==> src/rtl/sdg_pkg.sv <==
package sdg_pkg;
    parameter int SDG_NAREA  = 2;
    parameter int SDG_DATA_W = 32;

    localparam int IX_ACC   = 0;
    localparam int IX_SREF  = 1;
    localparam int IX_AREF  = 2;
    localparam int IX_PWD   = 3;
    localparam int IX_DPD   = 4;
    localparam int IX_ADDR0 = 5;
    localparam int IX_TIM0  = IX_ADDR0 + SDG_NAREA;
    localparam int IX_INIT0 = IX_TIM0 + SDG_NAREA;
    localparam int IX_INIT1 = IX_INIT0 + 1;
    localparam int IX_ERR   = IX_INIT1 + 1;
    localparam int N_REGS   = IX_ERR + 1;
    localparam int SDG_IDX_W = $clog2(N_REGS);

    typedef struct packed {
        logic       acc;
        logic       aref;
        logic [1:0] sref;
        logic [1:0] pwd;
        logic [1:0] dpd;
        logic       init_started;
        logic       init1_open;
    } mode_t;
endpackage

==> src/rtl/sdg_rules.sv <==
module sdg_rules
    import sdg_pkg::*;
#(
    parameter int IDX_W = SDG_IDX_W
) (
    input  logic [IDX_W-1:0] wr_idx,
    input  mode_t            mode,
    output logic             allow
);
    localparam logic [IDX_W-1:0] K_ACC   = IDX_W'(IX_ACC);
    localparam logic [IDX_W-1:0] K_SREF  = IDX_W'(IX_SREF);
    localparam logic [IDX_W-1:0] K_AREF  = IDX_W'(IX_AREF);
    localparam logic [IDX_W-1:0] K_PWD   = IDX_W'(IX_PWD);
    localparam logic [IDX_W-1:0] K_DPD   = IDX_W'(IX_DPD);
    localparam logic [IDX_W-1:0] K_ADDR0 = IDX_W'(IX_ADDR0);
    localparam logic [IDX_W-1:0] K_TIM0  = IDX_W'(IX_TIM0);
    localparam logic [IDX_W-1:0] K_INIT0 = IDX_W'(IX_INIT0);
    localparam logic [IDX_W-1:0] K_INIT1 = IDX_W'(IX_INIT1);
    localparam logic [IDX_W-1:0] K_ERR   = IDX_W'(IX_ERR);

    logic sref_on, pwd_on, dpd_on;
    logic all_quiet;

    always_comb begin
        sref_on   = |mode.sref;
        pwd_on    = |mode.pwd;
        dpd_on    = |mode.dpd;
        all_quiet = !mode.acc && !mode.aref && !sref_on && !pwd_on && !dpd_on;

        allow = 1'b0;
        if (wr_idx == K_ACC || wr_idx == K_ERR) begin
            allow = 1'b1;
        end else if (wr_idx == K_SREF) begin
            allow = !mode.acc && mode.aref && !pwd_on && !dpd_on;
        end else if (wr_idx == K_AREF) begin
            allow = !sref_on && !pwd_on;
        end else if (wr_idx == K_PWD) begin
            allow = !mode.acc && mode.aref && !sref_on && !dpd_on;
        end else if (wr_idx == K_DPD) begin
            allow = !mode.acc && !mode.aref && !sref_on && !pwd_on;
        end else if (wr_idx >= K_ADDR0 && wr_idx < K_TIM0) begin
            allow = all_quiet;
        end else if (wr_idx >= K_TIM0 && wr_idx < K_INIT0) begin
            allow = sref_on || (!mode.aref && !mode.acc);
        end else if (wr_idx == K_INIT0) begin
            allow = !mode.init_started;
        end else if (wr_idx == K_INIT1) begin
            allow = mode.init1_open;
        end
    end
endmodule

==> src/rtl/sdg_state.sv <==
module sdg_state
    import sdg_pkg::*;
#(
    parameter int IDX_W = SDG_IDX_W
) (
    input  logic             clk,
    input  logic             rst_n,
    input  logic             commit,
    input  logic [IDX_W-1:0] wr_idx,
    input  logic [1:0]       wr_bits,
    output mode_t            mode
);
    localparam logic [IDX_W-1:0] K_ACC   = IDX_W'(IX_ACC);
    localparam logic [IDX_W-1:0] K_SREF  = IDX_W'(IX_SREF);
    localparam logic [IDX_W-1:0] K_AREF  = IDX_W'(IX_AREF);
    localparam logic [IDX_W-1:0] K_PWD   = IDX_W'(IX_PWD);
    localparam logic [IDX_W-1:0] K_DPD   = IDX_W'(IX_DPD);
    localparam logic [IDX_W-1:0] K_INIT0 = IDX_W'(IX_INIT0);

    localparam mode_t MODE_RST = '{acc: 1'b0, aref: 1'b0, sref: 2'b00, pwd: 2'b00,
                                   dpd: 2'b00, init_started: 1'b0, init1_open: 1'b1};

    mode_t mode_d, mode_q;

    always_comb begin
        mode_d = mode_q;
        if (commit) begin
            if (wr_idx == K_ACC)  mode_d.acc  = wr_bits[0];
            if (wr_idx == K_AREF) mode_d.aref = wr_bits[0];
            if (wr_idx == K_SREF) mode_d.sref = wr_bits;
            if (wr_idx == K_PWD)  mode_d.pwd  = wr_bits;
            if (wr_idx == K_DPD) begin
                mode_d.dpd = wr_bits;
                if ((|mode_q.dpd) && !(|wr_bits)) begin
                    mode_d.init_started = 1'b0;
                    mode_d.init1_open   = 1'b1;
                end else if (!(|mode_q.dpd) && (|wr_bits)) begin
                    mode_d.init1_open   = 1'b0;
                end
            end
            if (wr_idx == K_INIT0 && wr_bits[0]) mode_d.init_started = 1'b1;
        end
    end

    always_ff @(posedge clk or negedge rst_n) begin
        if (!rst_n) mode_q <= MODE_RST;
        else        mode_q <= mode_d;
    end

    assign mode = mode_q;


    sref_pwd_excl_chk: assert property (@(posedge clk) disable iff (!rst_n)
        !((|mode_q.sref) && (|mode_q.pwd)));


    dpd_exit_chk: assert property (@(posedge clk) disable iff (!rst_n)
        $fell(|mode_q.dpd) |-> (mode_q.init1_open && !mode_q.init_started));


    mode_hold_chk: assert property (@(posedge clk) disable iff (!rst_n)
        !commit |=> $stable(mode_q));
endmodule

==> src/rtl/sdg_regfile.sv <==
module sdg_regfile
    import sdg_pkg::*;
#(
    parameter int IDX_W  = SDG_IDX_W,
    parameter int DATA_W = SDG_DATA_W,
    parameter int NAREA  = SDG_NAREA
) (
    input  logic                          clk,
    input  logic                          rst_n,
    input  logic                          commit,
    input  logic [IDX_W-1:0]              wr_idx,
    input  logic [DATA_W-1:0]             wr_data,
    output logic [NAREA-1:0][DATA_W-1:0]  addr_regs,
    output logic [NAREA-1:0][DATA_W-1:0]  tim_regs,
    output logic [DATA_W-1:0]             init0_reg,
    output logic [DATA_W-1:0]             init1_reg
);
    localparam logic [IDX_W-1:0] K_INIT0 = IDX_W'(IX_INIT0);
    localparam logic [IDX_W-1:0] K_INIT1 = IDX_W'(IX_INIT1);

    typedef struct packed {
        logic [NAREA-1:0][DATA_W-1:0] addr;
        logic [NAREA-1:0][DATA_W-1:0] tim;
        logic [DATA_W-1:0]            init0;
        logic [DATA_W-1:0]            init1;
    } rf_t;

    rf_t rf_d, rf_q;
    logic [NAREA-1:0] addr_sel, tim_sel;

    for (genvar g = 0; g < NAREA; g++) begin : g_area
        assign addr_sel[g] = commit && (wr_idx == IDX_W'(IX_ADDR0 + g));
        assign tim_sel[g]  = commit && (wr_idx == IDX_W'(IX_TIM0 + g));
    end

    always_comb begin
        rf_d = rf_q;
        for (int a = 0; a < NAREA; a++) begin
            if (addr_sel[a]) rf_d.addr[a] = wr_data;
            if (tim_sel[a])  rf_d.tim[a]  = wr_data;
        end
        if (commit && wr_idx == K_INIT0) rf_d.init0 = wr_data;
        if (commit && wr_idx == K_INIT1) rf_d.init1 = wr_data;
    end

    always_ff @(posedge clk or negedge rst_n) begin
        if (!rst_n) rf_q <= '0;
        else        rf_q <= rf_d;
    end

    assign addr_regs = rf_q.addr;
    assign tim_regs  = rf_q.tim;
    assign init0_reg = rf_q.init0;
    assign init1_reg = rf_q.init1;


    reg_hold_chk: assert property (@(posedge clk) disable iff (!rst_n)
        !commit |=> $stable(rf_q));
endmodule

==> src/rtl/sdg_errlog.sv <==
module sdg_errlog
    import sdg_pkg::*;
#(
    parameter int IDX_W = SDG_IDX_W
) (
    input  logic             clk,
    input  logic             rst_n,
    input  logic             reject,
    input  logic             clear,
    input  logic [IDX_W-1:0] wr_idx,
    output logic             err_flag,
    output logic [IDX_W-1:0] err_idx
);
    typedef struct packed {
        logic             flag;
        logic [IDX_W-1:0] idx;
    } err_t;

    err_t err_d, err_q;

    always_comb begin
        err_d = err_q;
        if (reject) begin
            err_d.flag = 1'b1;
            err_d.idx  = wr_idx;
        end else if (clear) begin
            err_d.flag = 1'b0;
        end
    end

    always_ff @(posedge clk or negedge rst_n) begin
        if (!rst_n) err_q <= '0;
        else        err_q <= err_d;
    end

    assign err_flag = err_q.flag;
    assign err_idx  = err_q.idx;


    rej_log_chk: assert property (@(posedge clk) disable iff (!rst_n)
        reject |=> (err_flag && err_idx == $past(wr_idx)));


    err_clr_chk: assert property (@(posedge clk) disable iff (!rst_n)
        (clear && !reject) |=> !err_flag);
endmodule

==> src/rtl/sdram_cfg_guard.sv <==
module sdram_cfg_guard
    import sdg_pkg::*;
#(
    parameter int DATA_W = SDG_DATA_W,
    parameter int NAREA  = SDG_NAREA,
    parameter int IDX_W  = SDG_IDX_W
) (
    input  logic              clk,
    input  logic              rst_n,
    input  logic              wr_en,
    input  logic [IDX_W-1:0]  wr_idx,
    input  logic [DATA_W-1:0] wr_data,
    output logic              wr_ok,
    input  logic [IDX_W-1:0]  rd_idx,
    output logic [DATA_W-1:0] rd_data,
    output logic              err_flag,
    output logic [IDX_W-1:0]  err_idx,
    output logic              acc_on,
    output logic              aref_on,
    output logic              sref_on,
    output logic              pwd_on,
    output logic              dpd_on,
    output logic              init_started,
    output logic              init1_open
);
    localparam logic [IDX_W-1:0] K_ACC   = IDX_W'(IX_ACC);
    localparam logic [IDX_W-1:0] K_SREF  = IDX_W'(IX_SREF);
    localparam logic [IDX_W-1:0] K_AREF  = IDX_W'(IX_AREF);
    localparam logic [IDX_W-1:0] K_PWD   = IDX_W'(IX_PWD);
    localparam logic [IDX_W-1:0] K_DPD   = IDX_W'(IX_DPD);
    localparam logic [IDX_W-1:0] K_INIT0 = IDX_W'(IX_INIT0);
    localparam logic [IDX_W-1:0] K_INIT1 = IDX_W'(IX_INIT1);
    localparam logic [IDX_W-1:0] K_ERR   = IDX_W'(IX_ERR);

    mode_t mode;
    logic  allow, commit, reject, err_clear;
    logic [NAREA-1:0][DATA_W-1:0] addr_regs, tim_regs;
    logic [DATA_W-1:0] init0_reg, init1_reg;

    sdg_rules #(.IDX_W(IDX_W)) u_rules (
        .wr_idx (wr_idx),
        .mode   (mode),
        .allow  (allow)
    );

    assign commit    = wr_en && allow;
    assign reject    = wr_en && !allow;
    assign err_clear = commit && (wr_idx == K_ERR) && wr_data[0];
    assign wr_ok     = commit;

    sdg_state #(.IDX_W(IDX_W)) u_state (
        .clk     (clk),
        .rst_n   (rst_n),
        .commit  (commit),
        .wr_idx  (wr_idx),
        .wr_bits (wr_data[1:0]),
        .mode    (mode)
    );

    sdg_regfile #(.IDX_W(IDX_W), .DATA_W(DATA_W), .NAREA(NAREA)) u_regfile (
        .clk       (clk),
        .rst_n     (rst_n),
        .commit    (commit),
        .wr_idx    (wr_idx),
        .wr_data   (wr_data),
        .addr_regs (addr_regs),
        .tim_regs  (tim_regs),
        .init0_reg (init0_reg),
        .init1_reg (init1_reg)
    );

    sdg_errlog #(.IDX_W(IDX_W)) u_errlog (
        .clk      (clk),
        .rst_n    (rst_n),
        .reject   (reject),
        .clear    (err_clear),
        .wr_idx   (wr_idx),
        .err_flag (err_flag),
        .err_idx  (err_idx)
    );

    always_comb begin
        rd_data = '0;
        if (rd_idx == K_ACC)   rd_data[0]   = mode.acc;
        if (rd_idx == K_AREF)  rd_data[0]   = mode.aref;
        if (rd_idx == K_SREF)  rd_data[1:0] = mode.sref;
        if (rd_idx == K_PWD)   rd_data[1:0] = mode.pwd;
        if (rd_idx == K_DPD)   rd_data[1:0] = mode.dpd;
        for (int a = 0; a < NAREA; a++) begin
            if (rd_idx == IDX_W'(IX_ADDR0 + a)) rd_data = addr_regs[a];
            if (rd_idx == IDX_W'(IX_TIM0 + a))  rd_data = tim_regs[a];
        end
        if (rd_idx == K_INIT0) rd_data = init0_reg;
        if (rd_idx == K_INIT1) rd_data = init1_reg;
        if (rd_idx == K_ERR) begin
            rd_data[0]        = err_flag;
            rd_data[4 +: IDX_W] = err_idx;
        end
    end

    assign acc_on       = mode.acc;
    assign aref_on      = mode.aref;
    assign sref_on      = |mode.sref;
    assign pwd_on       = |mode.pwd;
    assign dpd_on       = |mode.dpd;
    assign init_started = mode.init_started;
    assign init1_open   = mode.init1_open;
endmodule

==> config.mk <==
export PLATFORM = sky130hd
export DESIGN_NAME = sdram_cfg_guard
export DESIGN_NICKNAME = d
export VERILOG_FILES = /design/src/rtl/sdg_pkg.sv /design/src/rtl/sdg_rules.sv /design/src/rtl/sdg_state.sv /design/src/rtl/sdg_regfile.sv /design/src/rtl/sdg_errlog.sv /design/src/rtl/sdram_cfg_guard.sv
export SDC_FILE = /design/constraint.sdc
export NUM_CORES = 1
export LEC_CHECK = 0
export CAP_MARGIN = 25
export CORE_MARGIN = 1.5
export CORE_UTILIZATION = 55
export CTS_BUF_LIST = sky130_fd_sc_hd__clkbuf_8 sky130_fd_sc_hd__clkbuf_16
export DETAILED_ROUTE_END_ITERATION = 8
export MAX_ROUTING_LAYER = met4
export PLACE_DENSITY = 0.88
export SLEW_MARGIN = 30
export SYNTH_ARGS = -nofsm -noshare
export SYNTH_HDL_FRONTEND = slang
export SYNTH_SLANG_ARGS = --single-unit
==> constraint.sdc <==
create_clock -name clk -period 2.84 [get_ports clk]
set_clock_uncertainty 0.2 [all_clocks]
set_input_delay 0.284 -clock clk [delete_from_list [all_inputs] [get_ports clk]]
set_output_delay 0.284 -clock clk [all_outputs]
set_load 0.03 [all_outputs]
==> metrics list <==
- Status: finished with violations
- Failing checks: design-rule violations
- The count of final max-slew check failures was 0.
- Via density per instance: 6.44
* Total nets after synthesis: slightly above 700
- Cell seen most often among critical-path stages: sky130_fd_sc_hd__o21ai_0
- The top cell type by area accounts for 55.7% of the synthesized area.
- TritonCTS built the clock tree.
- Clock transition at path regs: 0.06 ns
- During I/O placement, the number of pins put on the boundary was 88.
- First DRT Iteration DRCs: about 780
* Remaining global-route overflow: 0
- CTS Root Cell: sky130_fd_sc_hd__clkbuf_16
- Number of design rule violations left after detail routing: 2
* Detail-routed net length per standard cell: 23.9 um
- Unrepaired setup endpoints after global routing: no
- Across the VDD grid, the largest voltage drop is 0.528 mV.
- Vias in the first global route: approximately 7000
- Leading cell types by count after synthesis: sky130_fd_sc_hd__dfrtp_1, sky130_fd_sc_hd__mux2_2, sky130_fd_sc_hd__mux2_1
* Setup slack of the worst register-to-register path: around 0.29 ns
* Number of cells in the finished layout apart from fillers: 1033
- Final hold viol count: 0
* Width of the die: 133 um
- Of all flip-flops after synthesis, the portion carrying an async set or reset was 100%.
- Derived from the worst setup path, the maximum achievable clock frequency is 355 MHz.
* Arrival time at the worst endpoint: around 2.3 ns
- Via count of the routed design: 6655
- Worst Max-Slew Pin Slew: between 0.6 and 0.7 ns
- CP Buf/Inv Count: 1
- By area the synthesized netlist is led by sky130_fd_sc_hd__dfrtp_1, sky130_fd_sc_hd__mux2_2, sky130_fd_sc_hd__mux2_1.
- Post-synthesis register bit count: 207
- The largest total area in the synthesized netlist belongs to sky130_fd_sc_hd__dfrtp_1.
- Maximum root-to-sink buffer count: 3
- Row generation in the floorplan step produced between 40 and 50 rows.
- Entering global routing, the biggest net connects 73 pins.
- Yosys printed 0 warnings.
* Final worst-path cycle share: 99.2%
* Cell Count Post-Placement: between 900 and 1000
- The detail route stage leaves a number of antenna-violating nets equal to 0.
* Cell area after layout: 0.0117 mm^2
- Total power for the finished layout comes to 0.00827 W.
* Num CTS Buffers: 22
* Critical path type: flop to primary output
* Max H-tree Level: 1
* Number of antenna violations at the first check in global routing: 1
* Count of TritonRoute iterations in the first routing pass: 9
- The wire-length estimate of the detail-placed layout is between 10000 and 15000 um.
- Slowest cell on crit path: sky130_fd_sc_hd__mux4_2
- In this design, the largest share of critical-path delay is due to multiplexers.
* Overall die height: 133 um
- STA classifies the critical path startpoint as a flop.
- Final critical delay including setup and external delays: 2.82 ns
* Count of flip-flops with a built-in enable after synthesis: 0
- The path class of the tightest hold or removal check is input port to asynchronous set/reset pin.
- Along the worst path, the maximum fanout reaches 5.
- Across the run, the number of max-cap violations was 0.
- Leak: 5.46 nW
- The tightest hold path in the finished design has a slack of 0.147 ns.
- The first global-routing pass estimated 38300 um of wire.
- Yosys mapped the design onto just over 50 distinct sky130hd cell types.
- In the post-synthesis netlist, the cell with the most instances is sky130_fd_sc_hd__dfrtp_1.
* Flip-flop cell with the highest count after synthesis: sky130_fd_sc_hd__dfrtp_1
- Normalized max-slew margin: about 60%
- Data required time of the worst path: 2.36 ns
- Global-route usage over all layers: 28.4%
- Clk sinks: roughly 210
- Final weighted congestion in routability-driven placement: 0.863
- STA classifies the critical path endpoint as a primary output.
- The core region is 0.0165 mm^2.
- The share of the Yosys chip area taken by registers is 56.0%.
- Power spread over the standard cell area amounts to 708 mW/mm^2.
- Layout-stage area growth over the synthesis result: 26.1%
- Area of the mapped netlist: 0.00926 mm^2
* Clock latency of the later-clocked register in the worst-skew pair: 0.50 ns
- Placed Instance Area: 0.0107 mm^2
- Input and output buffers added on the ports amount to 87.
* Post-Synthesis Cells: 666
* Setup-violating endpoint count in the final report: 0
- Effective utilization at floorplan: 56.0%
- The routed design has 24700 um of wire.
- Area of the die: 0.0176 mm^2
* Cell breakdown of the critical path: mux4_2 -> mux2i_1 -> o21ai_0 -> o21ai_0 -> nand2_1 -> dlygate4sd2_1
* Post-synthesis area per instance: 13.9 um^2
* Fraction of final layout cells with drive strength greater than 1: 37.8%
- Nets: 840
- On the worst path, the slowest cell contributes a delay of around 0.48 ns.
## final cells by class
type / instances / area (um^2)
Antenna cell: 1 / 2.50
Clock buffer: 28 / 633
Clock inverter: 12 / 87.6
Fill cell: 979 / 4850
Inverter: 5 / 18.8
Multi-Input combinational cell: 406 / 3940
Sequential cell: 207 / 5180
Tap cell: 220 / 275
Timing Repair Buffer: 154 / 1530
## metrics by stage
stage,util [%],setup slack (ns),setup TNS [ns]
floorplan,-,0.173,0
global placement,64.9,-0.103,-2.99
detailed placement,64.9,-0.164,-13.08
CTS,69.7,0.00756,0
global route,70.6,0.00747,0
finish,70.6,0.0231,0
## cell families after synthesis
group                      Yosys count  share of synthesized area (%)
AOI/OAI and AO/OA                  116                           10.5
adders and majority gates            1                          0.135
buffers and inverters               53                           2.58
DFF                                207                           56.0
muxes                              211                           26.2
and+or+nand+nor                     78                           4.66
## what timing repair did
action,in CTS,in global routing
hold endpoints to repair,67,0
gates resized for setup,13,7
endpoints found under the setup margin,11,18
pin swaps,5,8
buffers inserted,0,13
gates cloned,0,2
hold buffers,1,0
## where the power goes
group          leakage (nW)  switching [W]  internal (W)  total (W)
clock network         0.384        0.00113       0.00166    0.00279
logic                  2.39       0.000723      0.000797    0.00152
registers              2.69       0.000389       0.00357    0.00396
total                  5.46        0.00225       0.00602    0.00827
## layer usage
metal  part of all wire, %  GRT usage [%]
met5                     0              -
met4                   3.0           11.9
met3                   6.9           4.83
met2                    52           47.1
met1                    38           34.7
## cells in the final DEF (no fill, tap or decap), types with 2 or more instances in the layout
cell,n
sky130_fd_sc_hd__nor2b_1,3
sky130_fd_sc_hd__nor4bb_4,2
sky130_fd_sc_hd__dlymetal6s2s_1,3
sky130_fd_sc_hd__inv_1,12
sky130_fd_sc_hd__clkdlybuf4s50_1,49
sky130_fd_sc_hd__nand3_1,8
sky130_fd_sc_hd__dlygate4sd2_1,2
sky130_fd_sc_hd__nor4b_2,2
sky130_fd_sc_hd__mux2i_1,2
sky130_fd_sc_hd__a31oi_1,18
sky130_fd_sc_hd__nor3b_4,2
sky130_fd_sc_hd__and3_2,3
sky130_fd_sc_hd__nor2_2,3
sky130_fd_sc_hd__buf_4,76
sky130_fd_sc_hd__and2_1,2
sky130_fd_sc_hd__clkbuf_8,7
sky130_fd_sc_hd__buf_12,13
sky130_fd_sc_hd__nor2_1,24
sky130_fd_sc_hd__mux4_2,2
sky130_fd_sc_hd__buf_6,6
sky130_fd_sc_hd__nor3_1,3
sky130_fd_sc_hd__nand4_1,2
sky130_fd_sc_hd__nor3b_1,2
sky130_fd_sc_hd__mux2_2,142
sky130_fd_sc_hd__dfrtp_1,206
sky130_fd_sc_hd__a221o_1,4
sky130_fd_sc_hd__a21oi_1,4
sky130_fd_sc_hd__o2111ai_4,3
sky130_fd_sc_hd__mux2_4,8
sky130_fd_sc_hd__nand2_1,12
sky130_fd_sc_hd__a222oi_1,26
sky130_fd_sc_hd__a22oi_1,40
sky130_fd_sc_hd__mux2_1,57
sky130_fd_sc_hd__clkinv_2,3
sky130_fd_sc_hd__clkbuf_16,23
sky130_fd_sc_hd__o21ai_0,8
sky130_fd_sc_hd__o311ai_1,2
## final timing paths
kind / start / end / cells after the start
min in group clk: u_regfile.init0_reg[13]$_DFFE_PN0P_ / u_regfile.init0_reg[13]$_DFFE_PN0P_ / 1
max reg2reg: u_state.mode[7]$_DFFE_PN0P_ / u_state.mode[8]$_DFFE_PN0P_ / 7
min reg2reg: u_regfile.init0_reg[13]$_DFFE_PN0P_ / u_regfile.init0_reg[13]$_DFFE_PN0P_ / 1
max: u_state.mode[9]$_DFFE_PN0P_ / rd_data[0] / 6
max in group asynchronous: rst_n / u_regfile.addr_regs[3]$_DFFE_PN0P_ / 3
min: rst_n / u_regfile.addr_regs[26]$_DFFE_PN0P_ / 2
(Power assumes the default switching activity.)
